$ cat config.mk
export PLATFORM = sky130hd
export DESIGN_NAME = desc_merger
export DESIGN_NICKNAME = d
export VERILOG_FILES = /design/src/rtl/desc_merger_pkg.sv /design/src/rtl/dm_join_check.sv /design/src/rtl/dm_pending.sv /design/src/rtl/dm_splitter.sv /design/src/rtl/desc_merger.sv
export SDC_FILE = /design/constraint.sdc
export NUM_CORES = 1
export LEC_CHECK = 0
export BUFFER_PORTS_ARGS = -buffer_cell sky130_fd_sc_hd__buf_2
export CAP_MARGIN = 20
export CORE_ASPECT_RATIO = 0.8
export CORE_MARGIN = 5
export CORE_UTILIZATION = 55
export DETAILED_ROUTE_END_ITERATION = 12
export GPL_ROUTABILITY_DRIVEN = 0
export GPL_TIMING_DRIVEN = 0
export PLACE_DENSITY = 0.77
export SLEW_MARGIN = 40
export SYNTH_ARGS = -nofsm -noshare
export SYNTH_HDL_FRONTEND = slang
export SYNTH_SLANG_ARGS = --single-unit
$ cat constraint.sdc
create_clock -name clk_i -period 13 [get_ports clk_i]
set_input_delay 1.3 -clock clk_i [delete_from_list [all_inputs] [get_ports clk_i]]
set_output_delay 1.3 -clock clk_i [all_outputs]
set_load 0.1 [all_outputs]
$ cat src/rtl/desc_merger_pkg.sv
package desc_merger_pkg;
  localparam int unsigned DM_ADDR_W = 32;
  localparam int unsigned DM_LEN_W  = 16;
  localparam int unsigned DM_DEST_W = 4;
  localparam int unsigned DM_FRAG_W = 6;
  localparam int unsigned DM_IDLE_W = 8;

  typedef enum logic [1:0] {
    FC_NONE  = 2'd0,
    FC_BREAK = 2'd1,
    FC_FORCE = 2'd2,
    FC_IDLE  = 2'd3
  } flush_cause_e;
endpackage

$ cat src/rtl/dm_join_check.sv
module dm_join_check #(
  parameter int unsigned ADDR_W    = 32,
  parameter int unsigned LEN_W     = 16,
  parameter int unsigned DEST_W    = 4,
  parameter int unsigned FRAG_W    = 6,
  parameter int unsigned ALIGN_LSB = 6,
  parameter int unsigned MAX_BURST = 256
) (
  input  logic              pend_valid_i,
  input  logic [ADDR_W-1:0] pend_addr_i,
  input  logic [LEN_W-1:0]  pend_len_i,
  input  logic [DEST_W-1:0] pend_dest_i,
  input  logic [FRAG_W-1:0] pend_frags_i,
  input  logic [ADDR_W-1:0] in_addr_i,
  input  logic [LEN_W-1:0]  in_len_i,
  input  logic [DEST_W-1:0] in_dest_i,
  output logic              join_ok_o
);
  localparam int unsigned SUM_W = LEN_W + 1;

  logic in_aligned, pend_aligned, contiguous, fits, same_dest, room;
  logic [SUM_W-1:0] sum_len;

  generate
    if (ALIGN_LSB == 0) begin : g_no_align
      assign in_aligned   = 1'b1;
      assign pend_aligned = 1'b1;
    end else begin : g_align
      assign in_aligned   = (in_addr_i[ALIGN_LSB-1:0] == '0);
      assign pend_aligned = (pend_addr_i[ALIGN_LSB-1:0] == '0);
    end
  endgenerate

  always_comb begin
    sum_len    = {1'b0, pend_len_i} + {1'b0, in_len_i};
    contiguous = (pend_addr_i + ADDR_W'(pend_len_i)) == in_addr_i;
    fits       = sum_len <= SUM_W'(MAX_BURST);
    same_dest  = pend_dest_i == in_dest_i;
    room       = pend_frags_i != '1;
    join_ok_o  = pend_valid_i && contiguous && same_dest && fits && room
                 && in_aligned && pend_aligned;
  end
endmodule

$ cat src/rtl/dm_pending.sv
module dm_pending
  import desc_merger_pkg::*;
#(
  parameter int unsigned ADDR_W = 32,
  parameter int unsigned LEN_W  = 16,
  parameter int unsigned DEST_W = 4,
  parameter int unsigned FRAG_W = 6,
  parameter int unsigned IDLE_W = 8
) (
  input  logic              clk_i,
  input  logic              rst_ni,
  input  logic              in_valid_i,
  input  logic [ADDR_W-1:0] in_addr_i,
  input  logic [LEN_W-1:0]  in_len_i,
  input  logic [DEST_W-1:0] in_dest_i,
  output logic              in_ready_o,
  input  logic              flush_i,
  input  logic [IDLE_W-1:0] idle_limit_i,
  input  logic              join_ok_i,
  input  logic              em_free_i,
  output logic              xfer_o,
  output logic              pend_valid_o,
  output logic [ADDR_W-1:0] pend_addr_o,
  output logic [LEN_W-1:0]  pend_len_o,
  output logic [DEST_W-1:0] pend_dest_o,
  output logic [FRAG_W-1:0] pend_frags_o
);
  logic [IDLE_W-1:0] idle_cnt;
  logic idle_hit, merge_ok, in_fire;
  flush_cause_e cause;

  always_comb begin
    idle_hit = pend_valid_o && (idle_limit_i != '0) && (idle_cnt >= idle_limit_i);
    merge_ok = join_ok_i && !flush_i && !idle_hit;
    if (!pend_valid_o)                   cause = FC_NONE;
    else if (flush_i)                    cause = FC_FORCE;
    else if (idle_hit)                   cause = FC_IDLE;
    else if (in_valid_i && !merge_ok)    cause = FC_BREAK;
    else                                 cause = FC_NONE;
    xfer_o     = (cause != FC_NONE) && em_free_i;
    in_ready_o = !pend_valid_o || merge_ok || em_free_i;
    in_fire    = in_valid_i && in_ready_o;
  end

  always_ff @(posedge clk_i or negedge rst_ni) begin
    if (!rst_ni) begin
      pend_valid_o <= 1'b0;
      pend_addr_o  <= '0;
      pend_len_o   <= '0;
      pend_dest_o  <= '0;
      pend_frags_o <= '0;
    end else if (xfer_o || (in_fire && !pend_valid_o)) begin
      pend_valid_o <= in_fire;
      if (in_fire) begin
        pend_addr_o  <= in_addr_i;
        pend_len_o   <= in_len_i;
        pend_dest_o  <= in_dest_i;
        pend_frags_o <= FRAG_W'(1);
      end
    end else if (in_fire) begin
      pend_len_o   <= pend_len_o + in_len_i;
      pend_frags_o <= pend_frags_o + FRAG_W'(1);
    end
  end

  always_ff @(posedge clk_i or negedge rst_ni) begin
    if (!rst_ni)                              idle_cnt <= '0;
    else if (in_fire || xfer_o || !pend_valid_o) idle_cnt <= '0;
    else if (idle_cnt != '1)                  idle_cnt <= idle_cnt + IDLE_W'(1);
  end
endmodule

$ cat src/rtl/dm_splitter.sv
module dm_splitter #(
  parameter int unsigned ADDR_W    = 32,
  parameter int unsigned LEN_W     = 16,
  parameter int unsigned DEST_W    = 4,
  parameter int unsigned FRAG_W    = 6,
  parameter int unsigned MAX_BURST = 256
) (
  input  logic              clk_i,
  input  logic              rst_ni,
  input  logic              load_i,
  input  logic [ADDR_W-1:0] ld_addr_i,
  input  logic [LEN_W-1:0]  ld_len_i,
  input  logic [DEST_W-1:0] ld_dest_i,
  input  logic [FRAG_W-1:0] ld_frags_i,
  output logic              em_free_o,
  output logic              out_valid_o,
  input  logic              out_ready_i,
  output logic [ADDR_W-1:0] out_addr_o,
  output logic [LEN_W-1:0]  out_len_o,
  output logic [DEST_W-1:0] out_dest_o,
  output logic [FRAG_W-1:0] out_frags_o
);
  localparam logic [LEN_W-1:0]  MAX_L = LEN_W'(MAX_BURST);
  localparam logic [ADDR_W-1:0] MAX_A = ADDR_W'(MAX_BURST);

  logic [LEN_W-1:0] rem_len;
  logic last_piece, out_fire;

  always_comb begin
    last_piece = rem_len <= MAX_L;
    out_fire   = out_valid_o && out_ready_i;
    em_free_o  = !out_valid_o || (out_ready_i && last_piece);
    out_len_o  = last_piece ? rem_len : MAX_L;
  end

  always_ff @(posedge clk_i or negedge rst_ni) begin
    if (!rst_ni) begin
      out_valid_o <= 1'b0;
      out_addr_o  <= '0;
      rem_len     <= '0;
      out_dest_o  <= '0;
      out_frags_o <= '0;
    end else if (load_i) begin
      out_valid_o <= 1'b1;
      out_addr_o  <= ld_addr_i;
      rem_len     <= ld_len_i;
      out_dest_o  <= ld_dest_i;
      out_frags_o <= ld_frags_i;
    end else if (out_fire) begin
      if (last_piece) begin
        out_valid_o <= 1'b0;
      end else begin
        out_addr_o <= out_addr_o + MAX_A;
        rem_len    <= rem_len - MAX_L;
      end
    end
  end
endmodule

$ cat src/rtl/desc_merger.sv
module desc_merger
  import desc_merger_pkg::*;
#(
  parameter int unsigned ADDR_W      = DM_ADDR_W,
  parameter int unsigned LEN_W       = DM_LEN_W,
  parameter int unsigned DEST_W      = DM_DEST_W,
  parameter int unsigned FRAG_W      = DM_FRAG_W,
  parameter int unsigned IDLE_W      = DM_IDLE_W,
  parameter int unsigned ALIGN_BYTES = 64,
  parameter int unsigned MAX_BURST   = 256
) (
  input  logic              clk_i,
  input  logic              rst_ni,
  input  logic              in_valid_i,
  output logic              in_ready_o,
  input  logic [ADDR_W-1:0] in_addr_i,
  input  logic [LEN_W-1:0]  in_len_i,
  input  logic [DEST_W-1:0] in_dest_i,
  input  logic              flush_i,
  input  logic [IDLE_W-1:0] idle_limit_i,
  output logic              out_valid_o,
  input  logic              out_ready_i,
  output logic [ADDR_W-1:0] out_addr_o,
  output logic [LEN_W-1:0]  out_len_o,
  output logic [DEST_W-1:0] out_dest_o,
  output logic [FRAG_W-1:0] out_frags_o
);
  localparam int unsigned ALIGN_LSB = $clog2(ALIGN_BYTES);

  logic              pend_valid, join_ok, em_free, xfer;
  logic [ADDR_W-1:0] pend_addr;
  logic [LEN_W-1:0]  pend_len;
  logic [DEST_W-1:0] pend_dest;
  logic [FRAG_W-1:0] pend_frags;

  dm_join_check #(
    .ADDR_W(ADDR_W), .LEN_W(LEN_W), .DEST_W(DEST_W), .FRAG_W(FRAG_W),
    .ALIGN_LSB(ALIGN_LSB), .MAX_BURST(MAX_BURST)
  ) u_join (
    .pend_valid_i(pend_valid), .pend_addr_i(pend_addr), .pend_len_i(pend_len),
    .pend_dest_i(pend_dest), .pend_frags_i(pend_frags),
    .in_addr_i(in_addr_i), .in_len_i(in_len_i), .in_dest_i(in_dest_i),
    .join_ok_o(join_ok)
  );

  dm_pending #(
    .ADDR_W(ADDR_W), .LEN_W(LEN_W), .DEST_W(DEST_W), .FRAG_W(FRAG_W), .IDLE_W(IDLE_W)
  ) u_pend (
    .clk_i(clk_i), .rst_ni(rst_ni),
    .in_valid_i(in_valid_i), .in_addr_i(in_addr_i), .in_len_i(in_len_i),
    .in_dest_i(in_dest_i), .in_ready_o(in_ready_o),
    .flush_i(flush_i), .idle_limit_i(idle_limit_i),
    .join_ok_i(join_ok), .em_free_i(em_free), .xfer_o(xfer),
    .pend_valid_o(pend_valid), .pend_addr_o(pend_addr), .pend_len_o(pend_len),
    .pend_dest_o(pend_dest), .pend_frags_o(pend_frags)
  );

  dm_splitter #(
    .ADDR_W(ADDR_W), .LEN_W(LEN_W), .DEST_W(DEST_W), .FRAG_W(FRAG_W),
    .MAX_BURST(MAX_BURST)
  ) u_split (
    .clk_i(clk_i), .rst_ni(rst_ni),
    .load_i(xfer), .ld_addr_i(pend_addr), .ld_len_i(pend_len),
    .ld_dest_i(pend_dest), .ld_frags_i(pend_frags),
    .em_free_o(em_free),
    .out_valid_o(out_valid_o), .out_ready_i(out_ready_i),
    .out_addr_o(out_addr_o), .out_len_o(out_len_o),
    .out_dest_o(out_dest_o), .out_frags_o(out_frags_o)
  );
endmodule

# [Yosys cells after proc, flatten, opt, wreduce, memory -nomap -nowiden]
# Cells that the tools add are included.
[totals] reg_bits=126 elab_cells=85
[op_classes] add_sub_neg=7 reduce_logical=37 muxes=22 eq_ne=5 order_cmp=3
[op_table] operator="2-to-1 mux 16 bit" count=7
[op_table] operator="2-to-1 mux 32 bit" count=3
[op_table] operator="adder 32 x 16 -> 32 bit" count=1
[op_table] operator="adder 32 x 9 -> 32 bit, second input constant" count=1
[op_table] operator="equality test 32 bit" count=1
[op_table] operator="2-to-1 mux 6 bit" count=3
[op_table] operator="adder 16 x 16 -> 17 bit" count=1
[op_table] operator="<= comparator 17 x 9 -> 1 bit, second input constant" count=1
[op_table] operator="adder 16 bit" count=1
[op_table] operator="<= comparator 16 x 9 -> 1 bit, second input constant" count=1
[op_table] operator="logical AND 1 bit" count=16
[op_table] operator="2-to-1 mux 8 bit" count=2
[op_table] operator="subtractor 16 x 9 -> 16 bit, second input constant" count=1
[op_table] operator="zero test 6 bit" count=2
[op_table] operator="adder 8 x 1 -> 8 bit, second input constant" count=1
[op_table] operator=">= comparator 8 bit" count=1
[op_table] operator="!= test 8 bit, second input constant" count=1
[op_table] operator="nonzero test 2 bit" count=4
[op_table] operator="nonzero test 8 bit" count=1
[op_table] operator="adder 6 x 1 -> 6 bit, second input constant" count=1
[op_table] operator="logical OR 1 bit" count=6
[op_table] operator="2-to-1 mux 2 bit" count=3
[op_table] operator="!= test 6 bit, second input constant" count=1
[op_table] operator="AND reduction 2 bit" count=3
[op_table] operator="other kinds (4)" count=11

# [Depth between registers and ports, before layout]
# Gate-level depths: netlist of run 1.
[depth] depth_word=21 mapped_depth=16 depth_no_buf=14

# [Modules after synthesis]
# A second synthesis of run 1 with hierarchy kept.
[hier_totals] cells_unflattened=1014 hier_area_um2=9562.9
[modules_own_cells] mod="dm_pending" cells_each=376 area_each_um2=3885.0 instances=1 seq_area_each_um2=1676.6
[modules_own_cells] mod="dm_splitter" cells_each=288 area_each_um2=3161.8 instances=1 seq_area_each_um2=1476.4
[modules_own_cells] mod="dm_join_check" cells_each=350 area_each_um2=2516.2 instances=1 seq_area_each_um2=0.0

# [Worst setup path before layout of run 1]
# Ideal clock, no wire load.
[synth_timing] path_kind="input to output" start="in idle_limit_i[7]" end="out in_ready_o" n_path_buf=0 stages=10 arrival_time_ns=4.638 path_slack_ns=7.062 cell_sequence="inv_1 > ha_1 > a2111oi_0 > o21ai_1 > o22a_1 > or4_1 > or4_1 > or4_4 > nor4b_4 > or2_2"
[synth_between] elab_chain_len=7
[synth_lines] element="start, declared" line_no="desc_merger.sv:20" source="input logic [IDLE_W-1:0] idle_limit_i,"
[synth_lines] element="branches (longest 2 deep; another with >= comparator 8 bit)"
[synth_lines] element="logical AND 1 bit (*)" line_no="dm_pending.sv:33" source="idle_hit = pend_valid_o && (idle_limit_i != '0) && (idle_cnt >= idle_limit_i);"
[synth_lines] element="zero test 1 bit (*)" line_no="dm_pending.sv:34" source="merge_ok = join_ok_i && !flush_i && !idle_hit;"
[synth_lines] element="logical AND 1 bit (*)" line_no="dm_pending.sv:34"
[synth_lines] element="logical OR 1 bit (*) (2 in series)" line_no="dm_pending.sv:41" source="in_ready_o = !pend_valid_o || merge_ok || em_free_i;"
[synth_lines] element="end, declared" line_no="desc_merger.sv:15" source="output logic in_ready_o,"
# Every way passes the cells marked *.

# [Final worst setup path of run 1]
# Ends and elaborated chain as after synthesis.

==> summary.txt, run 1 <==
Run status
  – Status: complete, but fails checks
  – Failing checks: DRC

Floorplanning
  – Core Footprint: 15750 um^2
  – Ports: 125
  – Die Width: 151.6 um
  – Initial Util: 0.5603
  – Die height: 123.3 um
  – Die Area: 18690 um^2
  – Core Rows: 41

Critical path
  – Element type at the critical path end: output pin
  – CP Launch Type: input pin
  – Worst path bufs/invs: 3
  – Crit Path Category: in2out
  – Reg2Reg Setup Slack: 7.68 ns
  – CP Cell Sequence: buf_2 > inv_1 > ha_1 > a2111oi_0 > o21ai_1 > o22a_1 > or4_1 > or4_1 > or4_4 > nor4b_4 > or2_2 > buf_2
  – CP Max Fanout: 5
  – CP max-delay cell: or4_1
  – Worst path max stage delay: 0.52 ns
  – WP data arrival: 5.12 ns
  – Delay-heaviest family, CP: simple AND/OR/NAND/NOR gates
  – Worst EP required: 11.70 ns

Detailed routing
  – Final wirelength: 25730 um
  – WL/cell: 19.38 um
  – Antenna Nets Post-Route: 0
  – Drt pass-1 iters: 12
  – Detailed-route via count: 8122
  – Drt via density: 6.116
  – DRC: 1
  – 1st-iter DRT viols: 892

Final layout
  – Layout Utilization: 0.6556
  – Finished layout cell area: 10320 um^2
  – # nets final: 1212
  – Layout cell share with drive strength beyond 1: 0.2309
  – Ant diodes: 0
  – Area delta synth->final: 17.00%

Power
  – Cell leakage power: 4.571 nW
  – Power Dens Cells: 297.5 nW/um^2
  – Max VDD drop: 0.2677 mV

CTS
  – TritonCTS clock tree: done
  – Post_cts resized: 0
  – Post-CTS setup buffers: 0
  – # hold bufs at CTS: 0
  – CTS H-tree lvls: 4
  – Clock transition at the registers of the reported paths: 0.06 ns
  – CTS root buf: clkbuf_16
  – Total CTS buffers: 17
  – Worst-skew pair later-pin latency: 0.42 ns
  – Bufs on Longest Clock Path: 2
  – # clock sinks: 126

Global routing
  – GRT Residual Overflow: 0
  – First-pass GRT wire length: 40970 um
  – Vias in the first global route: 7738
  – Largest net degree at the start of global routing: 75
  – Initial antenna violation count: 0
  – Total GRT Usage: 0.2826

Place
  – Dpl hpwl: 19720 um
  – PortBufs: 118
  – Placement Setup Slack: 6.573 ns
  – Placed inst area: 9747 um^2

STA
  – Fin. Hold Viols: 0
  – Tcrit/Tclk final: 0.4937
  – Crit path time final: 6.419 ns
  – Clock Skews: 0.009862 ns
  – Worst hold margin: 0.5017 ns
  – Final setup vio count: 0
  – Final setup TNS: 0 ns
  – Final setup margin: 6.581 ns
  – Worst-margin pin slew: 0.8234 ns
  – Final Max Slew Viols: 0
  – Max Clock Freq: 0.1558 GHz
  – RSZ-0062 raised after global routing: no
  – Slew headroom: 0.4511

Synthesis
  – Async set or reset register ratio after synthesis: 1.000
  – Yosys cell types: 72
  – Synth top cells by count: dfrtp_1 (126), nand2_1 (97), o21ai_0 (71), mux2_2 (65), nor2_1 (50)
  – Synthesis Warnings: 0
  – Area contributors post-synth: dfrtp_1 (36%), mux2_2 (8.3%), ha_1 (6.4%), xnor2_1 (4.3%), nand2_1 (4.1%)
  – Post-synth EDFFs: 0
  – Post-synth top area share: 0.3573
  – Count leader, synth: dfrtp_1
  – Top FF cell, synth: dfrtp_1
  – Synthesis-stage register bit count: 126
  – Largest area contributor in the netlist: dfrtp_1
  – Mapped Cells: 957
  – Seq/Total Area, Yosys: 0.3573
  – Post-Syn Area: 8825 um^2
  – Syn avg cell area: 9.221 um^2

Job
  – Total of max-cap violations: 0

Worst hold path
  – Worst hold path class: reg2reg
[cell usage in the layout, fill, tap and decap left out, types with 13 or more instances in the layout]
cell type  netlist  routed
buf_2           18     135
dfrtp_1        126     126
nand2_1         97      97
o21ai_0         71      71
mux2_2          65      65
nor2_1          50      50
ha_1            45      45
a21oi_1         43      43
xnor2_1         43      43
xor2_1          39      39
nand3_1         32      32
clkbuf_1        26      28
and2_1          24      24
inv_1           23      23
and3_1          21      21
nand4_1         18      18
clkbuf_16        0      17
nor3_1          14      14
mux2i_1         14      14
nor4_1          13      13
[metrics by stage]
stage | power (W) | cells
floorplan | 0.002137 | 962
global placement | 0.002525 | 1295
detailed placement | 0.002567 | 1296
CTS | 0.003041 | 1328
global route | 0.003251 | 1328
finish | 0.003072 | 1328
[state kept, by name, summed over array words and instances (netlist names), 6 cells and up]
register / cells
u_split.out_frags_o: 6
u_pend.pend_addr_o: 32
u_pend.pend_len_o: 16
u_pend.idle_cnt: 8
u_pend.pend_frags_o: 6
u_split.out_addr_o: 32
u_split.rem_len: 16
[metal layers]
metal | share of wire | vias to the layer above | wire length [um] | global-route usage
met2 | 0.43 | 419 | 11170 | 0.4241
met1 | 0.45 | 3856 | 11560 | 0.4204
met5 | 0 | - | 0 | 0
met3 | 0.099 | 45 | 2536 | 0.05423
met4 | 0.018 | 0 | 467 | 0.07351
li1 | - | 3802 | - | -
[cell type report]
cell class                 count  area, um^2
fill                        1282        5424
multi-input combinational    763        5383
sequential                   126        3153
timing repair buffer         119       628.1
clock buffer                  23       488.0
tap                          215       269.0
buffer                        50       232.7
inverter                      23       86.33
clock inverter                 9       85.08
[path summary, 6_finish.rpt]
path | startpoint | endpoint | depth (start not counted)
worst max-delay path | idle_limit_i[7] | in_ready_o | 12
worst min-delay path | u_split.out_dest_o[0] | u_split.out_dest_o[0] | 1
worst max register to register | u_pend.pend_addr_o[0] | u_split.out_addr_o[18] | 15
worst min register to register | u_split.out_dest_o[0] | u_split.out_dest_o[0] | 1
max in group asynchronous | rst_ni | u_split.rem_len[0] | 2
min in group asynchronous | rst_ni | u_split.out_addr_o[18] | 1
[report_power, final]
part | internal (W) | leakage [nW] | total, W | switching (W)
sequential | 0.000564 | 1.56 | 0.000745 | 0.000181
combinational | 0.000583 | 2.74 | 0.00187 | 0.00128
clock | 0.000282 | 0.275 | 0.000461 | 0.000178
total | 0.00143 | 4.57 | 0.00307 | 0.00164
[cell families (layout without fill, tap and decap cells)]
family	after synthesis	count (layout)	share of synthesized area
other cells	1	6	0.0004249
mux	79	79	0.09882
compound gates	222	222	0.1642
flops	126	126	0.3573
xor+xnor	82	82	0.08138
fa+ha+maj	47	47	0.06834
simple gates	327	327	0.1934
buf+inv	73	224	0.03615
Note: power is estimated with default switching activity, not from simulation.
==> run 2, diff against run 1 <==
- CORE_UTILIZATION: 55 -> 53
- PLACE_DENSITY: 0.77 -> 0.78
- clock period: 13 -> 5.8 ns (I/O delays scaled with it)
==> run 2 against run 1 <==
Net effect: the flow now finishes without violations; hold slack got worse by 0.42 ns; wire length rose by 0.25%; critical endpoint unchanged; largest power group unchanged; sequential cell count did not move; clock-buffer cell count fell by 3; largest cell class unchanged; via count barely moved; global-route usage fell by 1.9 points.
==> summary.txt, run 2 (synthesis gave the netlist of run 1 again) <==
Floorplanning
  – Die Width: 154.3 um (was 151.6 um)
  – Core Rows: 42 (was 41)
  – Die height: 125.4 um (was 123.3 um)
  – Core Footprint: 16450 um^2 (was 15750 um^2)
  – Initial Util: 0.5365 (was 0.5603)
  – Die Area: 19350 um^2 (was 18690 um^2)
  – Ports: 125 (unchanged)

Critical path
  – Worst path max stage delay: 0.66 ns (was 0.52 ns)
  – Element type at the critical path end: output pin (unchanged)
  – Reg-to-reg startpoint: u_pend.pend_addr_o[0] (unchanged)
  – WP data arrival: 4.99 ns (was 5.12 ns)
  – R2r endpoint: u_pend.pend_valid_o (was u_split.out_addr_o[18])
  – Cell count along the critical path: 12 (unchanged)
  – Worst EP required: 5.22 ns (was 11.70 ns)
  – Crit Path Category: reg2out (was in2out)
  – CP Launch Type: flop (was input pin)
  – Worst path bufs/invs: 1 (was 3)
  – Critical path startpoint: u_pend.pend_addr_o[0] (was idle_limit_i[7])
  – Worst setup endpoint: in_ready_o (unchanged)
  – CP max-delay cell: or4_1 (unchanged)
  – Delay-heaviest family, CP: simple AND/OR/NAND/NOR gates (unchanged)
  – CP Max Fanout: 7 (was 5)
  – CP Cell Sequence: ha_1 > fa_1 > a21o_1 > a221o_1 > a21oi_2 > mux2i_1 > a2111oi_0 > nand4_1 > or4_1 > nor4b_4 > or2_2 > clkbuf_4 (was buf_2 > inv_1 > ha_1 > a2111oi_0 > o21ai_1 > o22a_1 > or4_1 > or4_1 > or4_4 > nor4b_4 > or2_2 > buf_2)
  – Worst Reg-to-Reg Cells: 14 (was 15)
  – Reg2Reg Setup Slack: 0.48 ns (was 7.68 ns)

Final layout
  – Area delta synth->final: 17.95% (was 17.00%)
  – Finished layout cell area: 10410 um^2 (was 10320 um^2)
  – Commonest non-fill, non-tap cells in the layout: buf_2 (134), dfrtp_1 (126), nand2_1 (97) (was buf_2 (135), dfrtp_1 (126), nand2_1 (97))
  – Layout cell share with drive strength beyond 1: 0.2327 (was 0.2309)
  – Non-Filler Instances: 1333 (was 1328)
  – Commonest non-fill, non-tap cell in the layout: buf_2 (unchanged)
  – Layout Utilization: 0.6328 (was 0.6556)
  – Ant diodes: 0 (unchanged)
  – Top Registers: u_pend.pend_addr_o (32), u_split.out_addr_o (32) (unchanged)
  – # nets final: 1212 (unchanged)

Global routing
  – First-pass GRT wire length: 40700 um (was 40970 um)
  – Initial antenna violation count: 1 (was 0)
  – Largest net degree at the start of global routing: 65 (was 75)
  – GRT Residual Overflow: 0 (unchanged)
  – Vias in the first global route: 7670 (was 7738)
  – Total GRT Usage: 0.2640 (was 0.2826)

CTS
  – CTS root buf: clkbuf_16 (unchanged)
  – TritonCTS clock tree: done (unchanged)
  – # clock sinks: 126 (unchanged)
  – Post_cts resized: 0 (unchanged)
  – Worst-skew pair later-pin latency: 0.43 ns (was 0.42 ns)
  – Clock transition at the registers of the reported paths: 0.06 ns (about the same)
  – Total CTS buffers: 17 (unchanged)
  – Post-CTS setup buffers: 0 (unchanged)
  – CTS H-tree lvls: 4 (unchanged)
  – # hold bufs at CTS: 0 (unchanged)
  – Bufs on Longest Clock Path: 2 (unchanged)

STA
  – Clock Skews: 0.008991 ns (was 0.009862 ns)
  – Fin. Hold Viols: 0 (unchanged)
  – Final setup TNS: 0 ns (unchanged)
  – RSZ-0062 raised after global routing: no (unchanged)
  – Final Max Slew Viols: 0 (unchanged)
  – Final setup vio count: 0 (unchanged)
  – Slew headroom: 0.4467 (was 0.4511)
  – Tcrit/Tclk final: 0.9608
  – Worst-margin pin slew: 0.8299 ns (was 0.8234 ns)
  – Crit path time final: 5.573 ns
  – Max Clock Freq: 0.1795 GHz

Detailed routing
  – 1st-iter DRT viols: 942 (was 892)
  – WL/cell: 19.35 um (was 19.38 um)
  – Detailed-route via count: 8123 (was 8122)
  – Final wirelength: 25800 um (was 25730 um)
  – Drt via density: 6.094 (was 6.116)
  – Drt pass-1 iters: 8 (was 12)
  – Antenna Nets Post-Route: 0 (unchanged)
  – DRC: 0 (was 1)

Place
  – Dpl hpwl: 19650 um (was 19720 um)
  – Placed inst area: 9753 um^2 (was 9747 um^2)
  – PortBufs: 118 (unchanged)
  – Placed insts: 1301 (was 1296)

Power
  – Tot Pwr: 0.007020 W (was 0.003072 W)
  – Sw frac: 0.5263 (was 0.5348)
  – Net Sw Power: 0.003695 W (was 0.001643 W)
  – Power Dens Cells: 674.5 nW/um^2 (was 297.5 nW/um^2)
  – Reg power frac: 0.238 (was 0.242)
  – Internal: 0.003326 W (was 0.001429 W)
  – Cell leakage power: 4.614 nW (was 4.571 nW)
  – Max VDD drop: 0.5414 mV (was 0.2677 mV)
  – Logic pwr share: 0.595 (was 0.608)
  – Clock share of power: 0.167 (was 0.150)

Job
  – Total of max-cap violations: 0 (unchanged)

Run status
  – Status: completed (was complete, but fails checks)

Worst hold path
  – Worst hold path class: in2async (was reg2reg)
run 2: cell count changes in the layout (fill, tap and decap cells not counted), sizes merged:
cell / delta
clkinv: -1
inv: +3
clkinvlp: -2
clkbuf: -2
bufinv: +3
buf: -1
run 2: power by group through the flow:
stage	Clock (W)	Combinational [W]	Sequential (W)
3_3_place_gp	0	0.00401	0.00165
2_1_floorplan	0	0.00228	0.00251
3_5_place_dp	0	0.00407	0.00167
4_1_cts	0.00118	0.00411	0.00166
6_report	0.00117	0.00418	0.00167
5_1_grt	0.00123	0.00446	0.00172
run 2: layer usage:
metal	GRT usage	wire, um	vias up	part of all wire
li1	-	-	3799	-
met1	0.3908	11710	3911	0.45
met2	0.3778	10960	362	0.42
met3	0.07392	2592	49	0.10
met4	0.07529	524	2	0.020
met5	0	7	-	0.00027
run 2: final cells by class:
| type | count | area [um^2] |
|---|---|---|
| fillers | 1362 | 6040 |
| flip-flops and latches | 126 | 3153 |
| multi-input cells | 763 | 5383 |
| clock buffers | 20 | 466.7 |
| well taps | 220 | 275.3 |
| plain buffers | 50 | 232.7 |
| inverters | 23 | 86.33 |
| clock inverters | 12 | 181.4 |
| repair buffers | 119 | 630.6 |
run 2: how the worst min path moves through the flow:
stage	startpoint	endpoint	slack (ns)	cells past startpoint
6_report	rst_ni	u_split.out_addr_o[23]	0.08	1
3_3_place_gp	u_split.out_addr_o[6]	u_split.out_addr_o[6]	0.49	1
2_1_floorplan	rst_ni	u_pend.idle_cnt[0]	0.28	0
4_1_cts	rst_ni	u_split.out_addr_o[23]	0.1	1
3_5_place_dp	u_split.out_addr_o[7]	u_split.out_addr_o[7]	0.49	1
5_1_grt	rst_ni	u_split.out_addr_o[23]	0.12	1
run 2: stage by stage:
stage | setup slack (ns) | hold slack (ns)
4_1_cts | 0.2052 | 0.09982
6_report | 0.2275 | 0.08081
3_3_place_gp | 0.5602 | 0.4857
3_5_place_dp | 0.6443 | 0.4896
5_1_grt | 0.08185 | 0.1236
2_1_floorplan | 1.286 | 0.2844
